==> src/rtl/asyncRxPkg.sv <==
package asyncRxPkg;
  localparam int RX_DW = 8;
  localparam int IDX_W = $clog2(RX_DW);

  typedef enum logic [2:0] {
    ST_IDLE,
    ST_START,
    ST_DATA,
    ST_PAR,
    ST_STOP
  } rxState_e;

  // Strobes from the sequencer to the datapath
  typedef struct packed {
    logic             clr;
    logic             dataSmp;
    logic [IDX_W-1:0] idx;
    logic             parSmp;
    logic             done;
  } rxStb_t;

  // Index of the final data bit for a length code (0 -> 5 bits)
  function automatic logic [IDX_W-1:0] lastIdx(input logic [1:0] wl);
    return IDX_W'(4 + int'(wl));
  endfunction
endpackage

==> src/rtl/asyncRxCtrl.sv <==
module asyncRxCtrl
  import asyncRxPkg::*;
#(
  parameter int OVS = 16
) (
  input  logic       clk,
  input  logic       rstN,
  input  logic       tick,
  input  logic       rxIn,
  input  logic [1:0] wordLen,
  input  logic       parEn,
  output rxStb_t     stb
);
  localparam int CW = $clog2(OVS);
  localparam logic [CW-1:0] CNT_LAST = CW'(OVS - 1);
  localparam logic [CW-1:0] CNT_HALF = CW'(OVS / 2 - 1);

  rxState_e         state;
  logic [CW-1:0]    cnt;
  logic [IDX_W-1:0] idx;
  logic             lastRx;
  logic             atLast;

  always_ff @(posedge clk) begin
    if (!rstN) begin
      state  <= ST_IDLE;
      cnt    <= '0;
      idx    <= '0;
      lastRx <= 1'b1;
    end else if (tick) begin
      lastRx <= rxIn;
      case (state)
        ST_IDLE: begin
          cnt <= '0;
          if (lastRx && !rxIn) state <= ST_START;
        end
        ST_START: begin
          if (cnt == CNT_HALF) begin
            cnt   <= '0;
            idx   <= '0;
            state <= rxIn ? ST_IDLE : ST_DATA;
          end else begin
            cnt <= cnt + 1'b1;
          end
        end
        ST_DATA: begin
          if (cnt == CNT_LAST) begin
            cnt <= '0;
            if (idx == lastIdx(wordLen)) begin
              idx   <= '0;
              state <= parEn ? ST_PAR : ST_STOP;
            end else begin
              idx <= idx + 1'b1;
            end
          end else begin
            cnt <= cnt + 1'b1;
          end
        end
        ST_PAR: begin
          if (cnt == CNT_LAST) begin
            cnt   <= '0;
            state <= ST_STOP;
          end else begin
            cnt <= cnt + 1'b1;
          end
        end
        ST_STOP: begin
          if (cnt == CNT_LAST) begin
            cnt   <= '0;
            state <= ST_IDLE;
          end else begin
            cnt <= cnt + 1'b1;
          end
        end
        default: state <= ST_IDLE;
      endcase
    end
  end

  always_comb begin
    atLast      = tick && (cnt == CNT_LAST);
    stb.clr     = tick && (state == ST_START) && (cnt == CNT_HALF) && !rxIn;
    stb.dataSmp = atLast && (state == ST_DATA);
    stb.idx     = idx;
    stb.parSmp  = atLast && (state == ST_PAR);
    stb.done    = atLast && (state == ST_STOP);
  end

  // a confirmed start enters the data phase at bit 0
  p_start_to_data_r1: assert property (@(posedge clk) disable iff (!rstN)
    stb.clr |=> (state == ST_DATA) && (idx == '0));

  // the stop sample returns the sequencer to idle
  p_done_to_idle_r1: assert property (@(posedge clk) disable iff (!rstN)
    stb.done |=> (state == ST_IDLE));

  // a high line at confirmation abandons the start
  p_false_start_r9: assert property (@(posedge clk) disable iff (!rstN)
    (tick && state == ST_START && cnt == CNT_HALF && rxIn) |=> (state == ST_IDLE));
endmodule

==> src/rtl/asyncRxData.sv <==
module asyncRxData
  import asyncRxPkg::*;
(
  input  logic             clk,
  input  logic             rstN,
  input  logic             rxIn,
  input  rxStb_t           stb,
  input  logic [1:0]       wordLen,
  input  logic             parEn,
  input  logic             parOdd,
  input  logic             rdStb,
  output logic [RX_DW-1:0] rxData,
  output logic             rxFull,
  output logic             frameErr,
  output logic             parErr,
  output logic             overrun
);
  logic [RX_DW-1:0] shReg;
  logic             acc;
  logic             heldFull;

  assign heldFull = rxFull && !rdStb;

  always_ff @(posedge clk) begin
    if (!rstN) begin
      shReg <= '0;
      acc   <= 1'b0;
    end else if (stb.clr) begin
      shReg <= '0;
      acc   <= 1'b0;
    end else if (stb.dataSmp) begin
      shReg[stb.idx] <= rxIn;
      acc            <= acc ^ rxIn;
    end else if (stb.parSmp) begin
      acc <= acc ^ rxIn;
    end
  end

  always_ff @(posedge clk) begin
    if (!rstN) begin
      rxData   <= '0;
      rxFull   <= 1'b0;
      frameErr <= 1'b0;
      parErr   <= 1'b0;
      overrun  <= 1'b0;
    end else begin
      if (rdStb) begin
        rxFull   <= 1'b0;
        frameErr <= 1'b0;
        parErr   <= 1'b0;
        overrun  <= 1'b0;
      end
      if (stb.done) begin
        if (heldFull) begin
          overrun <= 1'b1;
        end else begin
          rxData   <= shReg;
          rxFull   <= 1'b1;
          frameErr <= !rxIn;
          parErr   <= parEn && (acc ^ parOdd);
        end
      end
    end
  end

  // a freshly loaded character has no bits above its length
  p_unused_zero_r2: assert property (@(posedge clk) disable iff (!rstN)
    $rose(rxFull) |-> ((rxData >> (5 + int'(wordLen))) == '0));

  // overrun keeps the held character
  p_overrun_keeps_r6: assert property (@(posedge clk) disable iff (!rstN)
    (stb.done && rxFull && !rdStb) |=> (overrun && $stable(rxData)));

  // overrun is only raised over a full register
  p_overrun_full_r6: assert property (@(posedge clk) disable iff (!rstN)
    $rose(overrun) |-> $past(rxFull));

  // a read with no completion clears every flag
  p_read_clears_r7: assert property (@(posedge clk) disable iff (!rstN)
    (rdStb && !stb.done) |=> (!rxFull && !overrun && !frameErr && !parErr));
endmodule

==> src/rtl/asyncRx.sv <==
module asyncRx
  import asyncRxPkg::*;
#(
  parameter int OVS = 16
) (
  input  logic             clk,
  input  logic             rstN,
  input  logic             rxIn,
  input  logic             baudTick,
  input  logic             extTick,
  input  logic             srcExt,
  input  logic [1:0]       wordLen,
  input  logic             parEn,
  input  logic             parOdd,
  input  logic             rdStb,
  output logic [RX_DW-1:0] rxData,
  output logic             rxFull,
  output logic             frameErr,
  output logic             parErr,
  output logic             overrun
);
  logic   tick;
  rxStb_t stb;

  // sixteen-times tick source select
  assign tick = srcExt ? extTick : baudTick;

  asyncRxCtrl #(.OVS(OVS)) u_ctrl (
    .clk     (clk),
    .rstN    (rstN),
    .tick    (tick),
    .rxIn    (rxIn),
    .wordLen (wordLen),
    .parEn   (parEn),
    .stb     (stb)
  );

  asyncRxData u_data (
    .clk      (clk),
    .rstN     (rstN),
    .rxIn     (rxIn),
    .stb      (stb),
    .wordLen  (wordLen),
    .parEn    (parEn),
    .parOdd   (parOdd),
    .rdStb    (rdStb),
    .rxData   (rxData),
    .rxFull   (rxFull),
    .frameErr (frameErr),
    .parErr   (parErr),
    .overrun  (overrun)
  );
endmodule

==> config.mk <==
export PLATFORM = sky130hd
export DESIGN_NAME = asyncRx
export DESIGN_NICKNAME = d
export VERILOG_FILES = /design/src/rtl/asyncRxPkg.sv /design/src/rtl/asyncRxCtrl.sv /design/src/rtl/asyncRxData.sv /design/src/rtl/asyncRx.sv
export SDC_FILE = /design/constraint.sdc
export NUM_CORES = 1
export LEC_CHECK = 0
export ABC_AREA = 1
export CAP_MARGIN = 5
export CORE_UTILIZATION = 42
export DETAILED_ROUTE_END_ITERATION = 6
export PLACE_DENSITY = 0.7
export SYNTH_ARGS = -nofsm -noshare
export SYNTH_HDL_FRONTEND = slang
export SYNTH_SLANG_ARGS = --single-unit
==> constraint.sdc <==
create_clock -name clk -period 1.9 [get_ports clk]
set_input_delay 0.285 -clock clk [delete_from_list [all_inputs] [get_ports clk]]
set_output_delay 0.285 -clock clk [all_outputs]
set_load 0.02 [all_outputs]
* Word-level counts from Yosys, hierarchy flattened
Cells that the tools add are included.
W data, S select, Z words.
** Operators by class
- Reduce and logical (&&, ||, !) cells :: 23
- Div/mod/pow operators :: 0
- Add/subtract/negate cells :: 3
- Equal/unequal tests :: 13
- Multipliers :: 0
- Bitwise operators :: 4
- Multiplexer cells :: 34
- $lt $le $gt $ge :: 2
- Shifts and indexed selects :: 0
** Operators with widths (number)
- $mux W3 :: 10
- $mux W1 :: 16
- $pmux W3 S5 :: 1
- $pmux W4 S3 :: 1
- $logic_and A1 B1 Y1 :: 11
- $ne A2 B1 Y1 const B :: 5
- $bwmux W8 :: 1
- $mux W4 :: 2
- $reduce_and A7 Y1 :: 1
- $eq A3 B2 Y1 const B :: 2
- $pmux W3 S2 :: 1
- $add A4 B1 Y4 const B :: 1
- $eq A4 B3 Y1 const B :: 1
- $eq A4 B4 Y1 const B :: 1
- $lt A3 B4 Y1 const B :: 1
- $reduce_and A2 Y1 :: 2
- $reduce_and A4 Y1 :: 1
- $reduce_bool A2 Y1 :: 2
- $add A3 B1 Y3 const B :: 1
- $add A3 B2 Y3 const A :: 1
- $demux W1 S3 :: 1
- $eq A3 B1 Y1 const B :: 1
- $eq A3 B3 Y1 :: 1
- $eq A3 B3 Y1 const B :: 1
- other kinds (10) :: 13
** Word-level totals
- ROM bits :: 0
- Bits in latches :: 0
- Logic and storage cells :: 90
- Memory bits (writable) :: 0
- Output and inout bits :: 12
- Input bits :: 11
- Memories kept :: 0
- Register bits :: 32

* Depth between registers and ports, before layout
Gate-level depths: netlist of the first run.
- Word-level depth :: 5
- Mapped depth :: 10
- Gate-level depth less buffers :: 10

* Modules after synthesis
From an unflattened synthesis of the first run, not the netlist that was laid out.
** Unflattened totals
- Cell total of the unflattened synthesis :: 246
- Area total of the unflattened synthesis :: 1642.8 sq um
** Modules (own cells, without submodules)
- asyncRxData :: cells an instance 119, area an instance 860.8 sq um, sequential area each 420.4 sq um, times used 1
- asyncRxCtrl :: cells an instance 123, area an instance 767.0 sq um, sequential area each 220.2 sq um, times used 1
- asyncRx :: cells an instance 4, area an instance 15.0 sq um, sequential area each 0.0 sq um, times used 1

* Least setup slack after synthesis of the first run
No wires, ideal clock.
- Path type :: register to register
- Start point :: reg u_ctrl.cnt[0]
- End point :: reg u_data.rxData[0]
- Slack :: 0.464 ns
- Buffers on the path :: 1
- Arrival :: 1.304 ns
- Period minus slack after synthesis :: 1.436 ns
- Data required time :: 1.768 ns
- Stages on the path, launching flop included :: 10
- Path through :: dfxtp_1 -> ha_1 -> nand3_1 -> inv_1 -> nand2_1 -> nor2_2 -> nand2_1 -> buf_6 -> nand2_1 -> a21oi_1
** On the way
- Word-level cells in the longest chain between the ends :: 4
** RTL lines
- start: declaration :: line asyncRxCtrl.sv:19 : logic [CW-1:0] cnt;
- start signal: assignment :: line asyncRxCtrl.sv:43 : cnt <= cnt + 1'b1;
- start signal: assignment :: line asyncRxCtrl.sv:56 : cnt <= cnt + 1'b1;
- start signal: assignment :: line asyncRxCtrl.sv:64 : cnt <= cnt + 1'b1;
- $eq A4 B4 Y1 :: line asyncRxCtrl.sv:81 : atLast = tick && (cnt == CNT_LAST);
- $logic_and A1 B1 Y1 :: line asyncRxCtrl.sv:81
- $logic_and A1 B1 Y1 :: line asyncRxCtrl.sv:86 : stb.done = atLast && (state == ST_STOP);
- $reduce_and A2 Y1 (no line)
- end signal: assignment :: line asyncRxData.sv:57 : rxData <= shReg;
- end: declaration :: line asyncRxData.sv:12 : output logic [RX_DW-1:0] rxData,
No other way between the ends.
A chain may end at the register's enable or synchronous reset.

* Worst setup path after layout of the first run
- Start point :: reg u_ctrl.cnt[0]
- End point :: reg u_data.shReg[1]
** On the way
- Word-level cells in the longest chain between the ends :: 4
- Elaborated cells on any way between the ends :: 7
** RTL lines
- $eq A4 B3 Y1 :: line asyncRxCtrl.sv:82 : stb.clr = tick && (state == ST_START) && (cnt == CNT_HALF) && !rxIn;
- $logic_and A1 B1 Y1 (2 in a row) :: line asyncRxCtrl.sv:82
- $reduce_or A2 Y1 (no line)
- end signal: indexed assignment :: line asyncRxData.sv:32 : shReg[stb.idx] <= rxIn;
- end: declaration :: line asyncRxData.sv:18 : logic [RX_DW-1:0] shReg;
Several ways; a longest one is shown, not always the timed one.

==> results of run 1 <==
## final cells by class
cell class / instances / share of cell area, %
well taps: 48 / 2.96
flip-flops and latches: 32 / 31.6
repair buffers: 27 / 12.7
clock inverters: 2 / 1.73
multi-input cells: 173 / 43.2
clock buffers: 6 / 3.58
inverters: 23 / 4.25
## through the flow
| step | util [%] | area [um2] |
|---|---|---|
| 6_report | 55.0 | 2030 |
| 5_1_grt | 55.0 | 2030 |
| 4_1_cts | 55.0 | 2030 |
| 3_5_place_dp | 52.1 | 1920 |
| 3_3_place_gp | 52.1 | 1920 |
| 2_1_floorplan | - | 1640 |
## flip-flops by register name (all words and copies together), names as in the netlist
name	count
u_data.rxData	8
u_data.shReg	8
u_ctrl.cnt	4
u_ctrl.idx	3
u_ctrl.state	3
u_ctrl.lastRx	1
u_data.acc	1
u_data.frameErr	1
u_data.overrun	1
u_data.parErr	1
u_data.rxFull	1
## power breakdown
group	total [mW]	leakage [nW]	internal (mW)	switching, mW
registers	0.801	0.259	0.719	0.0820
clock network	0.637	0.0552	0.389	0.248
logic	0.586	0.474	0.204	0.383
## per-layer routing
metal / track usage, % / share of wire, % / routed length, um / vias up
li1: - / - / - / 824
met5: 0 / 0 / 0 / -
met4: 10.0 / 1.2 / 42 / 0
met1: 26.4 / 51 / 1820 / 676
met3: 3.52 / 3.5 / 123 / 4
met2: 30.9 / 44 / 1570 / 30
## synthesized netlist by cell type (all sizes together)
| library cell | instances |
|---|---|
| nand2 | 61 |
| dfxtp | 32 |
| nor2 | 31 |
| nand3 | 24 |
| inv | 23 |
| a21oi | 20 |
| nor3 | 9 |
| o21ai | 9 |
| o21bai | 8 |
| clkbuf | 3 |
| xnor2 | 3 |
| buf | 2 |
| ha | 2 |
| o211ai | 2 |
| a211oi | 1 |
| a31o | 1 |
| a31oi | 1 |
| nand4 | 1 |
## cell families after synthesis
| logic type | Yosys count |
|---|---|
| fa+ha+maj | 2 |
| compound gates | 42 |
| buf+inv | 28 |
| simple gates | 126 |
| xor+xnor | 3 |
| flops | 32 |
## placed cells by master (no fill, tap or decap)
cell             instances
nand2_4                  1
o21ai_0                  8
nand3_1                 24
dfxtp_1                 32
nor2_4                   4
buf_4                    5
a211oi_2                 1
ha_1                     2
xnor2_1                  3
nand2_2                  5
a21oi_1                 20
inv_1                   22
a31oi_1                  1
clkbuf_1                 1
nor3_1                   9
clkdlybuf4s50_1         22
a31o_2                   1
bufinv_16                1
inv_2                    1
o211ai_1                 2
clkinv_2                 1
nand4_1                  1
clkbuf_8                 5
nor2_1                  24
nor2_2                   3
nand2_1                 55
o21ai_2                  1
o21bai_1                 8
## tightest hold or removal path: stages (launching register included)
cell,delay [ns]
dfxtp_1,0.31
nand2_1,0.06
a21oi_1,0.05
## worst paths after layout
check / startpoint / endpoint / slack (ns)
worst max-delay path: u_ctrl.cnt[0]$_SDFFE_PN0P_ / u_data.shReg[1]$_SDFFE_PP0P_ / 0.26
worst min-delay path: u_data.rxData[7]$_SDFFE_PN0P_ / u_data.rxData[7]$_SDFFE_PN0P_ / 0.46
worst max register to register: u_ctrl.cnt[0]$_SDFFE_PN0P_ / u_data.shReg[1]$_SDFFE_PP0P_ / 0.26
worst min register to register: u_data.rxData[7]$_SDFFE_PN0P_ / u_data.rxData[7]$_SDFFE_PN0P_ / 0.46
==> out/results.txt, run 1 <==
Syn Std Cell Area: 0.00164 mm2
Post-Synth Simple-Gate Area: 35.1%
Hold-fix buffers, CTS: 0
leak pwr: 0.788 nW
xor-xnor portion of the synthesized cell area: 1.60%
CP max stage cell: dfxtp_1
Reg area: 641 um2
Layout Skew: 0.00540 ns
Skew-Pair Late Insertion Delay: 0.28 ns
post-CTS sizing: 0
area of the multi-input gates: 877 um2
core box area: 0.00369 mm2
Die Ht: 64.4 um
vias in the first global route: 1484
clock sinks: 32
Die X: 64.4 um
diode count: 0
synth top area cells: dfxtp_1, nand2_1, nand3_1, a21oi_1, nor2_1
crit path max fanout: 8
syn avg cell area: 7.03 um2
total grt overflow: 0
Tcrit/Tclk final: 86.4%
PD cells: 998 mW/mm2
CP peak stage delay: 0.38 ns
non-filler cells in the finished layout: 311
crit path capture type: register
Worst setup SP type: register
Compound-Gate Fraction of Synth Area: 15.4%
Worst Path Buf+Inv: 1
Worst VDD drop: 0.507 mV
io pins: 23
Peak Freq: 0.609 GHz
post-synthesis cell type count: 24
Seq cells post-synth: 32
Crit path required time: 2.12 ns
Final Hold Viols: 0
Final Wtd Congestion: 0.836
syn nets: 246
IO Port Bufs: 22
postcts setup bufs: 0
post-synthesis mux area share: 0%
hold path depth: 2
RSZ-0062 raised after global routing: no
worst hold slack: 0.459 ns
post-layout min period: 1.64 ns
initial antenna violation count: 0
DP Cell Count: 303
DIE AREA: 0.00415 mm2
Setup TNS: 0 ns
DRT Pass-1 Iters: 4
initial core utilization: 44.4%
critical path cell sequence: ha_1 -> nand3_1 -> inv_1 -> nand2_1 -> nor2_4 -> nand2_2 -> o21bai_1 -> nand2_1 -> nor2_1
status: finished clean
Worst Max-Slew Pin Slew: 0.378 ns
Pwr Total: 2.02 mW
main combinational cell family by area after synthesis: simple AND/OR/NAND/NOR gates
Yosys warnings: 0
Worst path depth: 9
Placement Setup Slack: 0.0533 ns
Post-Synth Adder-Cell Area: 1.53%
pin count of the biggest net entering global routing: 14
Final Max Slew Viols: 0
worst hold path type: reg2reg
crit path DAT: 1.86 ns
Layout area overhead: 23.9%
final wirelength: 3.55 mm
Syn Inst Count: 233
DP HPWL: 2.55 mm
# rows: 22
number of CTS-inserted buffers: 5
CTS tree: yes
clock root cell: clkbuf_8
GRT Util Overall: 19.9%
vias per cell: 4.93
H-tree depth: 2
Seq/Total Area, Yosys: 39.1%
DRT antenna net count: 0
critical path class: reg2reg
final setup fails: 0
Max-Cap Viols: 0
first-pass GRT wire length: 6.42 mm
nets: 275
Residual DRC: 0
initial DRC count: 90
layout cells sized above 1: 11.0%
Slew HR: 74.8%
Clock Tree Buf Depth: 2
final worst setup slack: 0.258 ns
cell family with most CP delay: simple AND/OR/NAND/NOR gates
Synth top area share: 39.1%
cell accounting for the most synthesized area: dfxtp_1
CP most frequent cell: nand2_1
Reg clk slew, reported paths: 0.07 ns
Via Count: 1534
WL per Instance: 11.4 um
R2R cell count: 9
Fill cells: 369
Note: power is estimated with default switching activity, not from simulation.
==> inputs of run 2 (changes only) <==
SETUP_SLACK_MARGIN = 0.3   (was default)
==> run 2 against run 1 <==
  * Utilization up 2.1 points
  * Hold slack better by 0.00059 ns
  * Count of clock-buffer cells in the layout unchanged
  * Critical path depth down 8
  * Register-to-register slack better by 0.19 ns
  * First-iteration DRC count up 10%
  * Global-route usage unchanged
  * Non-clock buffer count up 2
  * Worst setup slack better by 0.081 ns
  * Combinational power up 2%
  * Die area unchanged
  * Critical endpoint is now rxFull
  * Largest power group unchanged
==> out/results.txt, run 2 (same netlist as run 1, synthesis figures left out) <==
Setup TNS: 0 ns (unchanged)
Comb power frac: 29.0% (about the same)
final setup fails: 0 (unchanged)
top flop regs: u_data.rxData: 8 flops, u_data.shReg: 8 flops, u_ctrl.cnt: 4 flops
initial DRC count: 99 (+10%)
Max-Cap Viols: 0 (unchanged)
Net Sw Power: 0.732 mW (+2.7%)
critical path class: reg2out
Pwr Total: 2.05 mW (+1.4%)
post-layout min period: 1.56 ns (-0.0809 ns)
layout cells sized above 1: 15.1% (+4.1 points)
Final Wtd Congestion: 0.836 (unchanged)
initial antenna violation count: 0 (unchanged)
commonest non-fill, non-tap cell in the layout: nand2_1
nets: 277 (+0.73%)
Worst Path Buf+Inv: 1 (unchanged)
pin count of the biggest net entering global routing: 14 (unchanged)
RSZ-0062 raised after global routing: no
Slew HR: 74.9% (+0.10 points)
final core utilization: 57.1% (+2.1 points)
Die Ht: 64.4 um (unchanged)
Final Hold Viols: 0 (unchanged)
most frequent cells in the layout: nand2_1, dfxtp_1, nor2_1, nand3_1
CTS tree: yes
diode count: 0 (unchanged)
Tcrit/Tclk final: 82.2% (-4.3 points)
status: finished clean
r2r setup slk: 0.45 ns (+0.19 ns)
leak pwr: 0.836 nW (+6.0%)
R2R cell count: 9 (unchanged)
clock power share: 31.2% (-0.2 points)
FF-to-FF End: u_data.shReg[4]$_SDFFE_PP0P_
DP HPWL: 2.55 mm (unchanged)
# rows: 22 (unchanged)
CP peak stage delay: 0.62 ns (+0.24 ns)
Die X: 64.4 um (unchanged)
number of CTS-inserted buffers: 5 (unchanged)
critical path cell sequence: clkdlybuf4s50_1
clock sinks: 32 (unchanged)
sw frac: 35.6% (+0.44 points)
Clock Tree Buf Depth: 2 (unchanged)
PD cells: 975 mW/mm2 (-2.2%)
area of the multi-input gates: 927 um2 (+5.7%)
cell family with most CP delay: buffers and inverters
Peak Freq: 0.641 GHz (+5.2%)
Worst VDD drop: 0.521 mV (+2.6%)
crit path DAT: 1.28 ns (-0.58 ns)
clock root cell: clkbuf_8
Placement Setup Slack: 0.0533 ns (unchanged)
worst hold path type: reg2reg
hold path depth: 2 (unchanged)
WL per Instance: 11.7 um (+2.3%)
core box area: 0.00369 mm2 (unchanged)
Layout Skew: 0.00609 ns (+0.000686 ns)
Crit path required time: 1.62 ns (-0.50 ns)
DRT antenna net count: 0 (unchanged)
Hold-fix buffers, CTS: 0 (unchanged)
initial core utilization: 44.4% (unchanged)
H-tree depth: 2 (unchanged)
total grt overflow: 0 (unchanged)
first-pass GRT wire length: 6.42 mm (unchanged)
CP max stage cell: clkdlybuf4s50_1
Reg area: 647 um2 (+0.98%)
Fill cells: 356 (-3.5%)
IO Port Bufs: 22 (unchanged)
FF-to-FF Start: u_ctrl.cnt[0]$_SDFFE_PN0P_
Sequential Power Share: 39.7% (about the same)
Worst setup SP type: register
Layout area overhead: 28.6%
Skew-Pair Late Insertion Delay: 0.29 ns (about the same)
Internal: 1.32 mW (+0.74%)
worst hold slack: 0.460 ns (+0.000588 ns)
DRT Pass-1 Iters: 4 (unchanged)
WHS Endpoint: u_data.rxData[7]$_SDFFE_PN0P_
io pins: 23 (unchanged)
final worst setup slack: 0.339 ns (+0.0809 ns)
GRT Util Overall: 19.9% (unchanged)
final wirelength: 3.66 mm (+2.9%)
vias in the first global route: 1484 (unchanged)
Worst Max-Slew Pin Slew: 0.377 ns (-0.00153 ns)
crit path capture type: output pin
DIE AREA: 0.00415 mm2 (unchanged)
Reg clk slew, reported paths: 0.07 ns (about the same)
HP Start: u_data.rxData[7]$_SDFFE_PN0P_
crit path max fanout: 3 (-5)
Via Count: 1546 (+0.78%)
Residual DRC: 0 (unchanged)
Final Max Slew Viols: 0 (unchanged)
vias per cell: 4.94 (+0.14%)
-- run 2: per-layer routing --
| metal | vias up | part of all wire, % | track usage (%) |
|---|---|---|---|
| met1 | 686 | 51 | 26.4 |
| met2 | 26 | 45 | 30.9 |
| met4 | 0 | 1.6 | 10.0 |
| met3 | 6 | 2.9 | 3.52 |
| li1 | 828 | - | - |
| met5 | - | 0 | 0 |
-- run 2: final cells by class --
cell class | count | share of cell area [%]
inverter | 23 | 4.10
clock inverter | 2 | 1.66
multi-input combinational | 173 | 44.0
tap | 48 | 2.85
clock buffer | 6 | 3.45
timing repair buffer | 29 | 13.2
sequential | 32 | 30.7
-- run 2: how the worst max path moves through the flow --
stage                                from                            end  slack, ns  cells past startpoint
2_1_floorplan  u_ctrl.cnt[0]$_SDFFE_PN0P_  u_data.rxData[0]$_SDFFE_PN0P_       0.46                      9
3_3_place_gp                     baudTick   u_data.shReg[2]$_SDFFE_PP0P_       0.07                      9
3_5_place_dp                     baudTick      u_data.overrun$_SDFF_PN0_       0.05                      8
4_1_cts        u_ctrl.cnt[1]$_SDFFE_PN0P_   u_data.shReg[1]$_SDFFE_PP0P_       0.31                      9
5_1_grt          u_data.rxFull$_SDFF_PN0_                         rxFull       0.30                      1
6_report         u_data.rxFull$_SDFF_PN0_                         rxFull       0.34                      1
-- run 2: timing repair --
item / CTS / global route
buffers inserted: 0 / 2
gates cloned: 0 / 0
endpoints found under the setup margin: 13 / 20
pin swaps: 0 / 5
resized for setup: 2 / 15
-- run 2: per-stage QoR --
| stage | area, um2 | std cells |
|---|---|---|
| after floorplan | 1640 | 233 |
| after global placement | 1920 | 303 |
| after detailed placement | 1920 | 303 |
| after CTS | 2030 | 311 |
| after global routing | 2110 | 313 |
| final | 2110 | 313 |
-- run 2: tightest hold or removal path, cell delays in order, from the launching register on --
cell and delay [ns]:
dfxtp_1 0.31, nand2_1 0.06, a21oi_1 0.05
-- run 2: power by group through the flow --
stage	combinational [mW]	clock (mW)	sequential [mW]
floorplan	0.472	0	0.793
global placement	0.576	0	0.814
detailed placement	0.584	0	0.815
CTS	0.586	0.660	0.802
global route	0.684	0.689	0.828
finish	0.596	0.641	0.815
==> inputs of run 3 (changes only) <==
PLACE_DENSITY = 0.72   (was 0.7)
clock period = 1.4 ns   (was 1.9 ns; I/O delays follow)
==> run 3 against run 2 <==
  * The run now ends with setup timing left
  * Global-route usage grew 0.73 points
  * Final cell count grew 5.1%
  * Sequential share of layout area fell by 3.2 points
  * Utilization grew 7.6 points
  * Largest cell class unchanged
==> out/results.txt, run 3 (same netlist as run 1, synthesis figures left out) <==
status: finished, violations left
violated checks: setup timing
Layout area overhead: 45.7%
Peak Freq: 0.711 GHz
Pwr Total: 3.08 mW (+50%)
Final Max Slew Viols: 0 (unchanged)
Via Count: 1677 (+8.5%)
Slew HR: 83.6% (+8.7 points)
initial antenna violation count: 0 (unchanged)
DRT antenna net count: 0 (unchanged)
top flop regs: u_data.rxData: 8 flops, u_data.shReg: 8 flops, u_ctrl.cnt: 4 flops
crit path capture type: register
total grt overflow: 0 (unchanged)
post-layout min period: 1.41 ns
io pins: 23 (unchanged)
worst hold slack: 0.465 ns (+0.00466 ns)
leak pwr: 0.987 nW (+18%)
initial DRC count: 140 (+41%)
diode count: 0 (unchanged)
worst hold path type: reg2reg
critical path class: reg2reg
WL per Instance: 12.6 um (+7.8%)
initial core utilization: 44.4% (unchanged)
Die Ht: 64.4 um (unchanged)
commonest non-fill, non-tap cell in the layout: nand2_1
final core utilization: 64.7% (+7.6 points)
H-tree depth: 2 (unchanged)
area of the multi-input gates: 0.00110 mm2 (+19%)
Max-Cap Viols: 0 (unchanged)
crit path max fanout: 6 (+3)
Residual DRC: 0 (unchanged)
GRT Util Overall: 20.6% (+0.73 points)
DP HPWL: 2.66 mm (+4.1%)
most frequent cells in the layout: nand2_1, dfxtp_1, nor2_1, inv_1, nand3_1
Reg area: 657 um2 (+1.5%)
# rows: 22 (unchanged)
Post-DP Area: 0.00207 mm2 (+7.8%)
vias per cell: 5.10 (+3.2%)
final worst setup slack: -0.00730 ns (-0.346 ns)
pin count of the biggest net entering global routing: 14 (unchanged)
Worst VDD drop: 0.584 mV (+12%)
fin area: 0.00239 mm2 (+13%)
layout cells sized above 1: 39.1% (+24 points)
Setup TNS: -0.0175 ns (-0.0175 ns)
Tcrit/Tclk final: 101%
Die X: 64.4 um (unchanged)
nets: 293 (+5.8%)
Crit path required time: 1.58 ns (-0.04 ns)
Fill cells: 325 (-8.7%)
CTS tree: yes
Layout Skew: 0.00463 ns (-0.00146 ns)
vias in the first global route: 1488 (+0.27%)
final wirelength: 4.15 mm (+13%)
Final Wtd Congestion: 0.818 (-2.2%)
clock root cell: clkbuf_8
Skew-Pair Late Insertion Delay: 0.29 ns (about the same)
core box area: 0.00369 mm2 (unchanged)
number of CTS-inserted buffers: 5 (unchanged)
DRT Pass-1 Iters: 4 (unchanged)
PD cells: 1290 mW/mm2 (+32%)
clock sinks: 32 (unchanged)
crit path DAT: 1.59 ns (+0.31 ns)
DIE AREA: 0.00415 mm2 (unchanged)
Reg clk slew, reported paths: 0.07 ns (about the same)
RSZ-0062 raised after global routing: yes
first-pass GRT wire length: 6.51 mm (+1.4%)
IO Port Bufs: 22 (unchanged)
Hold-fix buffers, CTS: 0 (unchanged)
Worst setup SP type: register
final setup fails: 3 (+3)
Clock Tree Buf Depth: 2 (unchanged)
Final Hold Viols: 0 (unchanged)
Worst Max-Slew Pin Slew: 0.247 ns (-0.130 ns)
## run 3: cell count changes in the layout (fill, tap and decap cells not counted), sizes merged
cell	before	now
clkdlybuf4s50	20	8
buf	7	34
clkbuf	6	7
## run 3: worst max-delay path: stages (launching register included)
cell and delay, ns:
dfxtp_4 0.39, inv_4 0.05, nor2_4 0.20, nand2_4 0.10, nand2_1 0.10, nand2_2 0.08, nor2_4 0.17, nand2_1 0.08
nand2_2 0.08, a21oi_1 0.04
## run 3: through the flow
stage                     setup WS (ns)  std cells
after CTS                        0.0282        326
after global placement           -0.247        313
final                          -0.00730        329
after global routing             -0.108        329
after detailed placement         -0.290        313
after floorplan                   0.123        233
## run 3: area by class of cell
cell class | instances | area share, %
sequential | 32 | 27.5
clock inverter | 2 | 1.47
timing repair buffer | 45 | 15.5
inverter | 23 | 3.83
clock buffer | 6 | 3.04
multi-input combinational | 173 | 46.1
tap | 48 | 2.52
## run 3: layer usage
layer	track usage (%)	up-vias	routed length (um)
li1	-	860	-
met1	25.8	774	1900
met2	32.8	38	2010
met3	6.51	5	167
met4	8.33	0	67
met5	0	-	0
## run 3: repair_timing
item | 4_1_cts | 5_1_grt
setup buffers | 3 | 3
gates resized for setup | 51 | 62
gates cloned | 2 | 0
pin swaps | 7 | 4
setup endpoints to repair | 44 | 40
## run 3: where the power goes
part,internal (mW),leakage (nW),switching [mW]
clock,0.528,0.0552,0.351
sequential,1.00,0.263,0.127
combinational,0.402,0.669,0.671
total,1.93,0.987,1.15
## run 3: worst paths after layout
check	from	to	slack [ns]	depth (start not counted)
hold / removal	u_data.rxData[4]$_SDFFE_PN0P_	u_data.rxData[4]$_SDFFE_PN0P_	0.46	2
setup / recovery	u_ctrl.state[1]$_SDFFE_PN0P_	u_ctrl.idx[0]$_SDFFE_PN0P_	-0.007	9
setup reg to reg	u_ctrl.state[1]$_SDFFE_PN0P_	u_ctrl.idx[0]$_SDFFE_PN0P_	-0.007	9
hold reg to reg	u_data.rxData[4]$_SDFFE_PN0P_	u_data.rxData[4]$_SDFFE_PN0P_	0.46	2
